==> src/rtl/hpt_pkg.sv <==
package hpt_pkg;
  localparam int WORD_W    = 32;
  localparam int SID_W     = 24;
  localparam int PIDX_LSB  = 12;
  localparam int PIDX_W    = 16;
  localparam int ABBR_W    = 6;
  localparam int B_VALID   = 31;
  localparam int B_HSEL    = 6;
  localparam int B_REF     = 8;
  localparam int B_CHG     = 7;

  typedef enum logic [2:0] {
    W_IDLE, W_RD_HI, W_RD_LO, W_WBACK, W_FIN
  } walk_state_t;

  // Primary hash, or its complement for the secondary pass.
  function automatic logic [WORD_W-1:0] grp_hash(
    input logic [WORD_W-1:0] seg, input logic [WORD_W-1:0] addr, input logic sec);
    logic [WORD_W-1:0] h;
    h = {{(WORD_W-SID_W){1'b0}},
         seg[SID_W-1:0] ^ {{(SID_W-PIDX_W){1'b0}}, addr[PIDX_LSB+PIDX_W-1:PIDX_LSB]}};
    return sec ? ~h : h;
  endfunction

  // Sets referenced, plus changed for stores.
  function automatic logic [WORD_W-1:0] rc_update(
    input logic [WORD_W-1:0] w1, input logic st);
    logic [WORD_W-1:0] r;
    r = w1;
    r[B_REF] = 1'b1;
    if (st) r[B_CHG] = 1'b1;
    return r;
  endfunction
endpackage

==> src/rtl/hpt_match.sv <==
module hpt_match
  import hpt_pkg::*;
(
  input  logic [WORD_W-1:0] w0,
  input  logic [WORD_W-1:0] seg,
  input  logic [WORD_W-1:0] addr,
  input  logic              sec,
  output logic              match
);
  logic sid_eq, abbr_eq;
  assign sid_eq  = (w0[B_VALID-1:B_HSEL+1] == seg[SID_W-1:0]);
  assign abbr_eq = (w0[ABBR_W-1:0] == addr[PIDX_LSB+PIDX_W-1:PIDX_LSB+PIDX_W-ABBR_W]);
  assign match   = w0[B_VALID] && (w0[B_HSEL] == sec) && sid_eq && abbr_eq;
endmodule

==> src/rtl/hpt_addr_gen.sv <==
module hpt_addr_gen
  import hpt_pkg::*;
#(
  parameter int GRP_ENTRIES = 8,
  parameter int ENTRY_BYTES = 8
) (
  input  logic              clk,
  input  logic              rst_n,
  input  logic              load,
  input  logic              advance,
  input  logic [WORD_W-1:0] seg,
  input  logic [WORD_W-1:0] addr,
  input  logic [WORD_W-1:0] base,
  input  logic [WORD_W-1:0] mask,
  output logic [WORD_W-1:0] ent_addr,
  output logic              at_last,
  output logic              sec_pass,
  output logic              exhausted
);
  localparam int IDX_W     = $clog2(GRP_ENTRIES);
  localparam int GRP_SHIFT = $clog2(GRP_ENTRIES * ENTRY_BYTES);

  logic [IDX_W-1:0]  idx;
  logic [WORD_W-1:0] grp_base;

  assign grp_base  = base + ((grp_hash(seg, addr, sec_pass) << GRP_SHIFT) & mask);
  assign ent_addr  = grp_base + WORD_W'(idx) * WORD_W'(ENTRY_BYTES);
  assign at_last   = (idx == IDX_W'(GRP_ENTRIES - 1));
  assign exhausted = at_last && sec_pass;

  always_ff @(posedge clk) begin
    if (!rst_n) begin
      idx      <= '0;
      sec_pass <= 1'b0;
    end else if (load) begin
      idx      <= '0;
      sec_pass <= 1'b0;
    end else if (advance) begin
      if (at_last) begin
        idx      <= '0;
        sec_pass <= 1'b1;
      end else begin
        idx <= idx + 1'b1;
      end
    end
  end

  // a step inside a group moves exactly one entry up
  a_r3_step_order: assert property (@(posedge clk) disable iff (!rst_n)
    (advance && !at_last && !load) |=> (ent_addr == $past(ent_addr) + WORD_W'(ENTRY_BYTES)));
  // the secondary pass begins only after the last primary slot
  a_r5_pass_switch: assert property (@(posedge clk) disable iff (!rst_n)
    $rose(sec_pass) |-> ($past(at_last) && $past(advance)));
endmodule

==> src/rtl/hpt_walker.sv <==
module hpt_walker
  import hpt_pkg::*;
#(
  parameter int GRP_ENTRIES = 8,
  parameter int ENTRY_BYTES = 8
) (
  input  logic        clk,
  input  logic        rst_n,
  input  logic        start,
  input  logic [31:0] seg_reg,
  input  logic [31:0] ea,
  input  logic        is_store,
  input  logic [31:0] tbl_base,
  input  logic [31:0] tbl_mask,
  output logic        mem_req,
  output logic        mem_we,
  output logic [31:0] mem_addr,
  output logic [31:0] mem_wdata,
  input  logic        mem_ack,
  input  logic [31:0] mem_rdata,
  output logic        done,
  output logic        hit,
  output logic [31:0] pte_hi,
  output logic [31:0] pte_lo,
  output logic [31:0] pte_addr,
  output logic [31:0] phys_addr,
  output logic        wr_keep
);
  localparam int LO_OFS = ENTRY_BYTES / 2;

  walk_state_t st;
  logic [31:0] seg_q, ea_q, base_q, mask_q, w0_q, w1_q, addr_q, w1_new;
  logic        store_q, hit_q;
  logic        start_acc, adv, ent_match, at_last, sec_pass, exhausted;
  logic [31:0] ent_addr;
  logic        rd_hi_ack, rd_lo_ack, wb_ack;

  assign start_acc = (st == W_IDLE) && start;
  assign rd_hi_ack = (st == W_RD_HI) && mem_ack;
  assign rd_lo_ack = (st == W_RD_LO) && mem_ack;
  assign wb_ack    = (st == W_WBACK) && mem_ack;
  assign adv       = rd_hi_ack && !ent_match && !exhausted;
  assign w1_new    = rc_update(mem_rdata, store_q);

  hpt_addr_gen #(.GRP_ENTRIES(GRP_ENTRIES), .ENTRY_BYTES(ENTRY_BYTES)) u_agen (
    .clk(clk), .rst_n(rst_n), .load(start_acc), .advance(adv),
    .seg(seg_q), .addr(ea_q), .base(base_q), .mask(mask_q),
    .ent_addr(ent_addr), .at_last(at_last), .sec_pass(sec_pass),
    .exhausted(exhausted));

  hpt_match u_match (
    .w0(mem_rdata), .seg(seg_q), .addr(ea_q), .sec(sec_pass), .match(ent_match));

  always_ff @(posedge clk) begin
    if (!rst_n) begin
      st      <= W_IDLE;
      seg_q   <= '0;
      ea_q    <= '0;
      base_q  <= '0;
      mask_q  <= '0;
      store_q <= 1'b0;
      hit_q   <= 1'b0;
      w0_q    <= '0;
      w1_q    <= '0;
      addr_q  <= '0;
    end else begin
      case (st)
        W_IDLE: if (start) begin
          seg_q   <= seg_reg;
          ea_q    <= ea;
          base_q  <= tbl_base;
          mask_q  <= tbl_mask;
          store_q <= is_store;
          hit_q   <= 1'b0;
          st      <= W_RD_HI;
        end
        W_RD_HI: if (mem_ack) begin
          w0_q <= mem_rdata;
          if (ent_match) begin
            addr_q <= ent_addr;
            st     <= W_RD_LO;
          end else if (exhausted) begin
            st <= W_FIN;
          end
        end
        W_RD_LO: if (mem_ack) begin
          w1_q  <= w1_new;
          hit_q <= 1'b1;
          st    <= (w1_new != mem_rdata) ? W_WBACK : W_FIN;
        end
        W_WBACK: if (mem_ack) st <= W_FIN;
        default: st <= W_IDLE;
      endcase
    end
  end

  assign mem_req   = (st == W_RD_HI) || (st == W_RD_LO) || (st == W_WBACK);
  assign mem_we    = (st == W_WBACK);
  assign mem_addr  = (st == W_RD_HI) ? ent_addr : addr_q + 32'(LO_OFS);
  assign mem_wdata = w1_q;
  assign done      = (st == W_FIN);
  assign hit       = hit_q;
  assign pte_hi    = w0_q;
  assign pte_lo    = w1_q;
  assign pte_addr  = addr_q;
  assign phys_addr = {w1_q[31:PIDX_LSB], ea_q[PIDX_LSB-1:0]};
  assign wr_keep   = hit_q && store_q;

  // a raised request holds its fields until acknowledged
  a_r10_req_hold: assert property (@(posedge clk) disable iff (!rst_n)
    (mem_req && !mem_ack) |=> (mem_req && $stable(mem_addr) && $stable(mem_we) && $stable(mem_wdata)));
  // second word is fetched only behind a matching first word
  a_r3_lo_after_match: assert property (@(posedge clk) disable iff (!rst_n)
    (mem_req && !mem_we && mem_addr == pte_addr + 32'(LO_OFS) && st == W_RD_LO) |-> w0_q[B_VALID]);
  // a miss comes only out of the secondary pass
  a_r5_miss_late: assert property (@(posedge clk) disable iff (!rst_n)
    (done && !hit) |-> sec_pass);
  // any write-back carries the referenced bit, and changed for a store
  a_r6_wb_bits: assert property (@(posedge clk) disable iff (!rst_n)
    (mem_req && mem_we) |-> (mem_wdata[B_REF] && (!store_q || mem_wdata[B_CHG])));
  // a write-back follows only a second-word read that changed
  a_r7_wb_entry: assert property (@(posedge clk) disable iff (!rst_n)
    $rose(mem_we) |-> ($past(rd_lo_ack) && ($past(mem_rdata) != mem_wdata)));
  // done lasts one cycle
  a_r11_done_pulse: assert property (@(posedge clk) disable iff (!rst_n)
    done |=> !done);
  // a hit result always reports the referenced bit
  a_r6_hit_ref: assert property (@(posedge clk) disable iff (!rst_n)
    (done && hit) |-> pte_lo[B_REF]);
endmodule

==> config.mk <==
export PLATFORM = sky130hd
export DESIGN_NAME = hpt_walker
export DESIGN_NICKNAME = d
export VERILOG_FILES = /design/src/rtl/hpt_pkg.sv /design/src/rtl/hpt_match.sv /design/src/rtl/hpt_addr_gen.sv /design/src/rtl/hpt_walker.sv
export SDC_FILE = /design/constraint.sdc
export NUM_CORES = 1
export LEC_CHECK = 0
export BUFFER_PORTS_ARGS = -buffer_cell sky130_fd_sc_hd__buf_2
export CAP_MARGIN = 20
export CELL_PAD_IN_SITES_DETAIL_PLACEMENT = 0
export CELL_PAD_IN_SITES_GLOBAL_PLACEMENT = 2
export CORE_AREA = 2 2 244 174
export CTS_CLUSTER_DIAMETER = 40
export DETAILED_ROUTE_END_ITERATION = 8
export DIE_AREA = 0 0 246 176
export PLACE_DENSITY = 0.88
export SLEW_MARGIN = 40
export SYNTH_ARGS = -nofsm -noshare
export SYNTH_HDL_FRONTEND = slang
export SYNTH_SLANG_ARGS = --single-unit
export TNS_END_PERCENT = 10
==> constraint.sdc <==
create_clock -name clk -period 5.28 [get_ports clk]
set_clock_uncertainty 0.1 [all_clocks]
set_input_delay 0.792 -clock clk [delete_from_list [all_inputs] [get_ports clk]]
set_output_delay 0.792 -clock clk [all_outputs]
set_load 0.01 [all_outputs]
# After elaboration in Yosys (flattened, before gate mapping)
# Cells that the tools add are included.
# classes
addsub	4
n_eq_ne	14
mux	15
bitwise_logic	4
reduce_logical	23
# op_table
cell	count
adder 32 x 3 -> 32 bit (second input constant)	1
adder 32 bit	1
adder 32 x 6 -> 32 bit	1
bitwise AND 32 bit	1
2-to-1 mux 32 bit	1
2-to-1 mux 26 bit	1
NOT 24 -> 26 bit	1
equality test 24 bit	1
2-to-1 mux 3 bit	8
XOR 24 x 16 -> 24 bit	1
one-hot mux 3 bit (4 select lines)	1
logical AND 1 bit	9
AND reduction 2 bit	4
equality test 3 x 2 -> 1 bit (second input constant)	2
equality test 3 bit (second input constant)	2
equality test 6 bit	1
!= test 2 bit (second input constant)	3
AND reduction 3 bit	2
AND reduction 5 bit	1
adder 3 x 1 -> 3 bit (second input constant)	1
equality test 3 x 1 -> 1 bit (second input constant)	1
logical NOT 3 bit	1
2-to-1 mux 1 bit	3
!= test 3 bit (second input constant)	1
9 further kinds	11
# word_totals
ff_bits	221
in_bits	165
elab_cells	72

# Logic depth before layout (Yosys ltp)
# logic_depth
depth_word	8
ltp_mapped	14

# By module
# From an unflattened synthesis, not the netlist that was laid out.
# unflattened
hier_cells	1578
area_unflattened_um2	12112.9
# modules_own_cells
mod	instances	cells_per_inst	area_each_um2	seq_area_each_um2
hpt_walker	1	1249	9540.4	4584.4
hpt_addr_gen	1	287	2215.9	80.1
hpt_match	1	42	356.6	0.0

# Worst setup path before layout
# No wires, ideal clock.
# synth_path
path_kind	register to output
startpoint	register u_agen.sec_pass
endpoint	output mem_addr[29]
t_arrival_ps	3334
t_required_ps	4388
path_slack_ps	1054
stages_incl_launch_ff	15
cell_sequence	dfxtp_1 -> buf_1 -> buf_2 -> xnor2_1 -> xnor2_1 -> and2_1 -> ha_1 -> a21oi_1 -> o211ai_1 -> a21oi_1 -> a31oi_4 -> a221oi_2 -> o21ai_0 -> xnor2_1 -> o21ai_0
# synth_between
elab_chain_len	5
# synth_lines
item	line	rtl
from (decl)	hpt_addr_gen.sv:17	output logic sec_pass,
from (signal assigned)	hpt_addr_gen.sv:34	sec_pass <= 1'b0;
from (signal assigned)	hpt_addr_gen.sv:37	sec_pass <= 1'b0;
from (signal assigned)	hpt_addr_gen.sv:41	sec_pass <= 1'b1;
2-to-1 mux 26 bit	hpt_pkg.sv:22	return sec ? ~h : h;
bitwise AND 32 bit	hpt_addr_gen.sv:26	assign grp_base = base + ((grp_hash(seg, addr, sec_pass) << GRP_SHIFT) & mask);
adder 32 bit	hpt_addr_gen.sv:26	
adder 32 x 6 -> 32 bit	hpt_addr_gen.sv:27	assign ent_addr = grp_base + WORD_W'(idx) * WORD_W'(ENTRY_BYTES);
2-to-1 mux 32 bit	hpt_walker.sv:99	assign mem_addr = (st == W_RD_HI) ? ent_addr : addr_q + 32'(LO_OFS);
to (decl)	hpt_walker.sv:17	output logic [31:0] mem_addr,
# Every way passes these cells.

# Final worst setup path
# layout_path
startpoint	register u_agen.sec_pass
endpoint	output mem_addr[28]
# Same word-level chain as after synthesis.

==> metrics.csv <==
stage,metric,value,unit
sta,fin_ws,0.506,ns
logic_synthesis,synth_commonest_cells,"421 x nand2_1, 215 x dfxtp_1, 212 x a21oi_1",
clock_tree,cts_buffers,38,
route,avgRoutedWirePerCell,17.7,um
worst_setup_path,reg2regPathDepth,12,
floorplan,initial_core_util,27.9,%
sta,period_share,90.4,%
sta,finalSetupTns,0,ns
final_layout,utilization,35.6,%
global_route,grt_overflow,0,
power,p_per_area,441,nW/um^2
worst_setup_path,critPathCaptureType,primary output,
sta,maxSlewViolCount,0,
worst_setup_path,reg2reg_slack,1.91,ns
logic_synthesis,synth_nets,1690,
route,antenna_left,0,
logic_synthesis,avgSynthCellArea,7.61,um^2
worst_setup_path,worstSetupPathType,register to primary output,
route,vias,10852,
status,outcome,"complete, no violations",
route,vias_per_cell,4.67,
worst_setup_path,r2r-end,pte_addr[31]$_SDFFE_PN0P_,
logic_synthesis,ys_types,57,
placement,place_area,13100,um^2
global_route,grt_usage,18.3,%
worst_setup_path,r2r-start,u_agen.sec_pass$_SDFFE_PP0P_,
logic_synthesis,synth_top_area_share,37.9,%
clock_tree,cts_tree,built,
clock_tree,h-tree-depth,2,
worst_hold_path,hold_start,mask_q[21]$_SDFFE_PN0P_,
power,power.total,6.41,mW
final_layout,design_area,14500,um^2
sta,hold_viol,0,
power,p_leak,6.47,nW
clock_tree,path_clk_slew,0.05,ns
floorplan,die_w,246,um
worst_setup_path,arrival,3.88,ns
worst_hold_path,worstHoldEndpoint,mask_q[21]$_SDFFE_PN0P_,
logic_synthesis,syn_inst,1493,
clock_tree,clk_latency,0.53,ns
global_route,antenna_found_initial,16,
logic_synthesis,yosys-top-cells-area,"dfxtp_1 38%, nand2_1 14%, a21oi_1 9.3%, xnor2_1 6.8%, buf_4 4.2%",
clock_tree,cts-hold-fix-buffers,0,
flow_run,maxCapViolCount,0,
power,peakVddDrop,0.212,mV
sta,relSlewSlack,47.5,%
sta,rsz0062_at_grt,no,
global_route,grt_pass1_vias,10100,
logic_synthesis,synthArstFlopShare,0,%
worst_setup_path,start_kind,register,
route,drc_errors,0,
final_layout,syn2layout_area_growth,27.8,%
logic_synthesis,yosysSeqAreaShare,37.9,%
sta,fin_crit,4.77,ns
logic_synthesis,synth.most_common_cell,nand2_1,
global_route,grt_pass1_wl,60800,um
floorplan,fp.coreArea,40700,um^2
placement,hpwl,31300,um
final_layout,drive_gt1_share,25.4,%
clock_tree,clockBufferDepth,3,
logic_synthesis,synth_flop_cell,dfxtp_1,
sta,holdWs,0.348,ns
sta,tightest_slew,0.788,ns
clock_tree,cts.sinks,215,
sta,setup_violations,0,
global_route,grt_max_degree,126,
logic_synthesis,ys_ff_latch,215,
placement,globalplace.congestion,0.841,
logic_synthesis,yosys.area.top_type,dfxtp_1,
route,wirelength,41100,um
placement,preCtsSetupSlack,0.838,ns
sta,fmax,209,MHz
worst_setup_path,critPathMaxFanout,15,
logic_synthesis,synth-edff-count,0,
placement,dpl.cell_count,2246,
route,drt_first_pass_iters,5,
floorplan,die_h,176,um
clock_tree,cts_root_buf,clkbuf_16,
final_layout,final_net_count,1939,
logic_synthesis,synth_area,11400,um^2
worst_setup_path,cp.required,4.39,ns
placement,io_buffers,343,
worst_hold_path,hp-class,register to register,
floorplan,io_pins,362,
final_layout,fin_cells,2322,
logic_synthesis,synth_warnings,0,
floorplan,dieArea,43300,um^2
floorplan,row_count,62,
worst_hold_path,hold_depth,2,
route,drtIter0Drc,764,
-- area by class of cell --
class | count | area [um^2]
Sequential cell | 215 | 4310
Timing Repair Buffer | 363 | 1900
Inverter | 11 | 48.8
Clock inverter | 16 | 274
Antenna cell | 9 | 22.5
Tap cell | 544 | 681
Multi-Input combinational cell | 1113 | 6210
Clock buffer | 51 | 1070
Fill cell | 4371 | 26200
-- power breakdown --
| group | switching [mW] | internal [mW] | total, mW |
|---|---|---|---|
| logic | 1.07 | 0.616 | 1.69 |
| clock network | 0.887 | 1.72 | 2.61 |
| registers | 0.229 | 1.88 | 2.11 |
-- state kept, by name, indices dropped and copies added, names as in the netlist --
name	count
hit	1
st	3
pte_addr	32
ea_q	28
base_q	32
mem_wdata	32
mask_q	26
seg_q	24
u_agen.sec_pass	1
u_agen.idx	3
store_q	1
pte_hi	32
-- layer usage --
metal	share of wire, %	up-vias	track usage [%]
li1	-	5437	-
met1	47	5043	25.6
met2	43	302	27.4
met3	7.8	62	5.32
met4	2.1	8	4.47
met5	0.11	-	0
-- worst max-delay path, cell delays in order, from the launching register on --
cell and delay (ns):
dfxtp_4 0.54, xnor2_1 0.15, xnor2_1 0.14, and2_1 0.19, ha_1 0.39, a211oi_1 0.27
nor2_1 0.10, o41ai_2 0.40, a211oi_2 0.20, o21ai_1 0.32, o21ai_2 0.12, xnor2_1 0.14
mux2i_1 0.21, buf_2 0.18
-- logic make-up (layout without fill, tap and decap cells) --
kind of cell | count (synthesis) | in the layout | synth area share (%)
AOI/OAI and AO/OA | 308 | 308 | 15.4
xor gates and xnor gates | 126 | 126 | 9.71
adders and majority gates | 32 | 32 | 3.59
buffers and inverters | 165 | 441 | 7.61
DFF | 215 | 215 | 37.9
muxes | 24 | 24 | 2.11
other | 0 | 9 | 0
and+or+nand+nor | 623 | 623 | 23.7
-- what timing repair did --
item	in CTS	in global routing
setup endpoints to repair	0	1
resized for setup	0	1
buffers inserted	0	0
endpoints found under the hold margin	0	0
-- cells in the final DEF, fill, tap and decap left out, drive strengths merged, types with 24 or more instances in the layout --
cell    instances
nand2         421
buf           363
dfxtp         215
a21oi         212
xnor2          88
nor2           65
clkbuf         51
o21ai          46
xor2           38
nand3          33
ha             31
nand4          27
and2           26
mux2i          24
-- how the worst max path moves through the flow --
stage,from,end,slack (ns),cells after the start
3_5_place_dp,u_agen.sec_pass$_SDFFE_PP0P_,mem_addr[29],0.84,13
2_1_floorplan,u_agen.sec_pass$_SDFFE_PP0P_,mem_addr[29],1.05,14
6_report,u_agen.sec_pass$_SDFFE_PP0P_,mem_addr[28],0.51,13
4_1_cts,u_agen.sec_pass$_SDFFE_PP0P_,mem_addr[29],0.28,13
3_3_place_gp,u_agen.sec_pass$_SDFFE_PP0P_,mem_addr[29],0.87,13
5_1_grt,u_agen.sec_pass$_SDFFE_PP0P_,mem_addr[28],0.21,13
No activity file was read; power rests on OpenSTA's default activity.
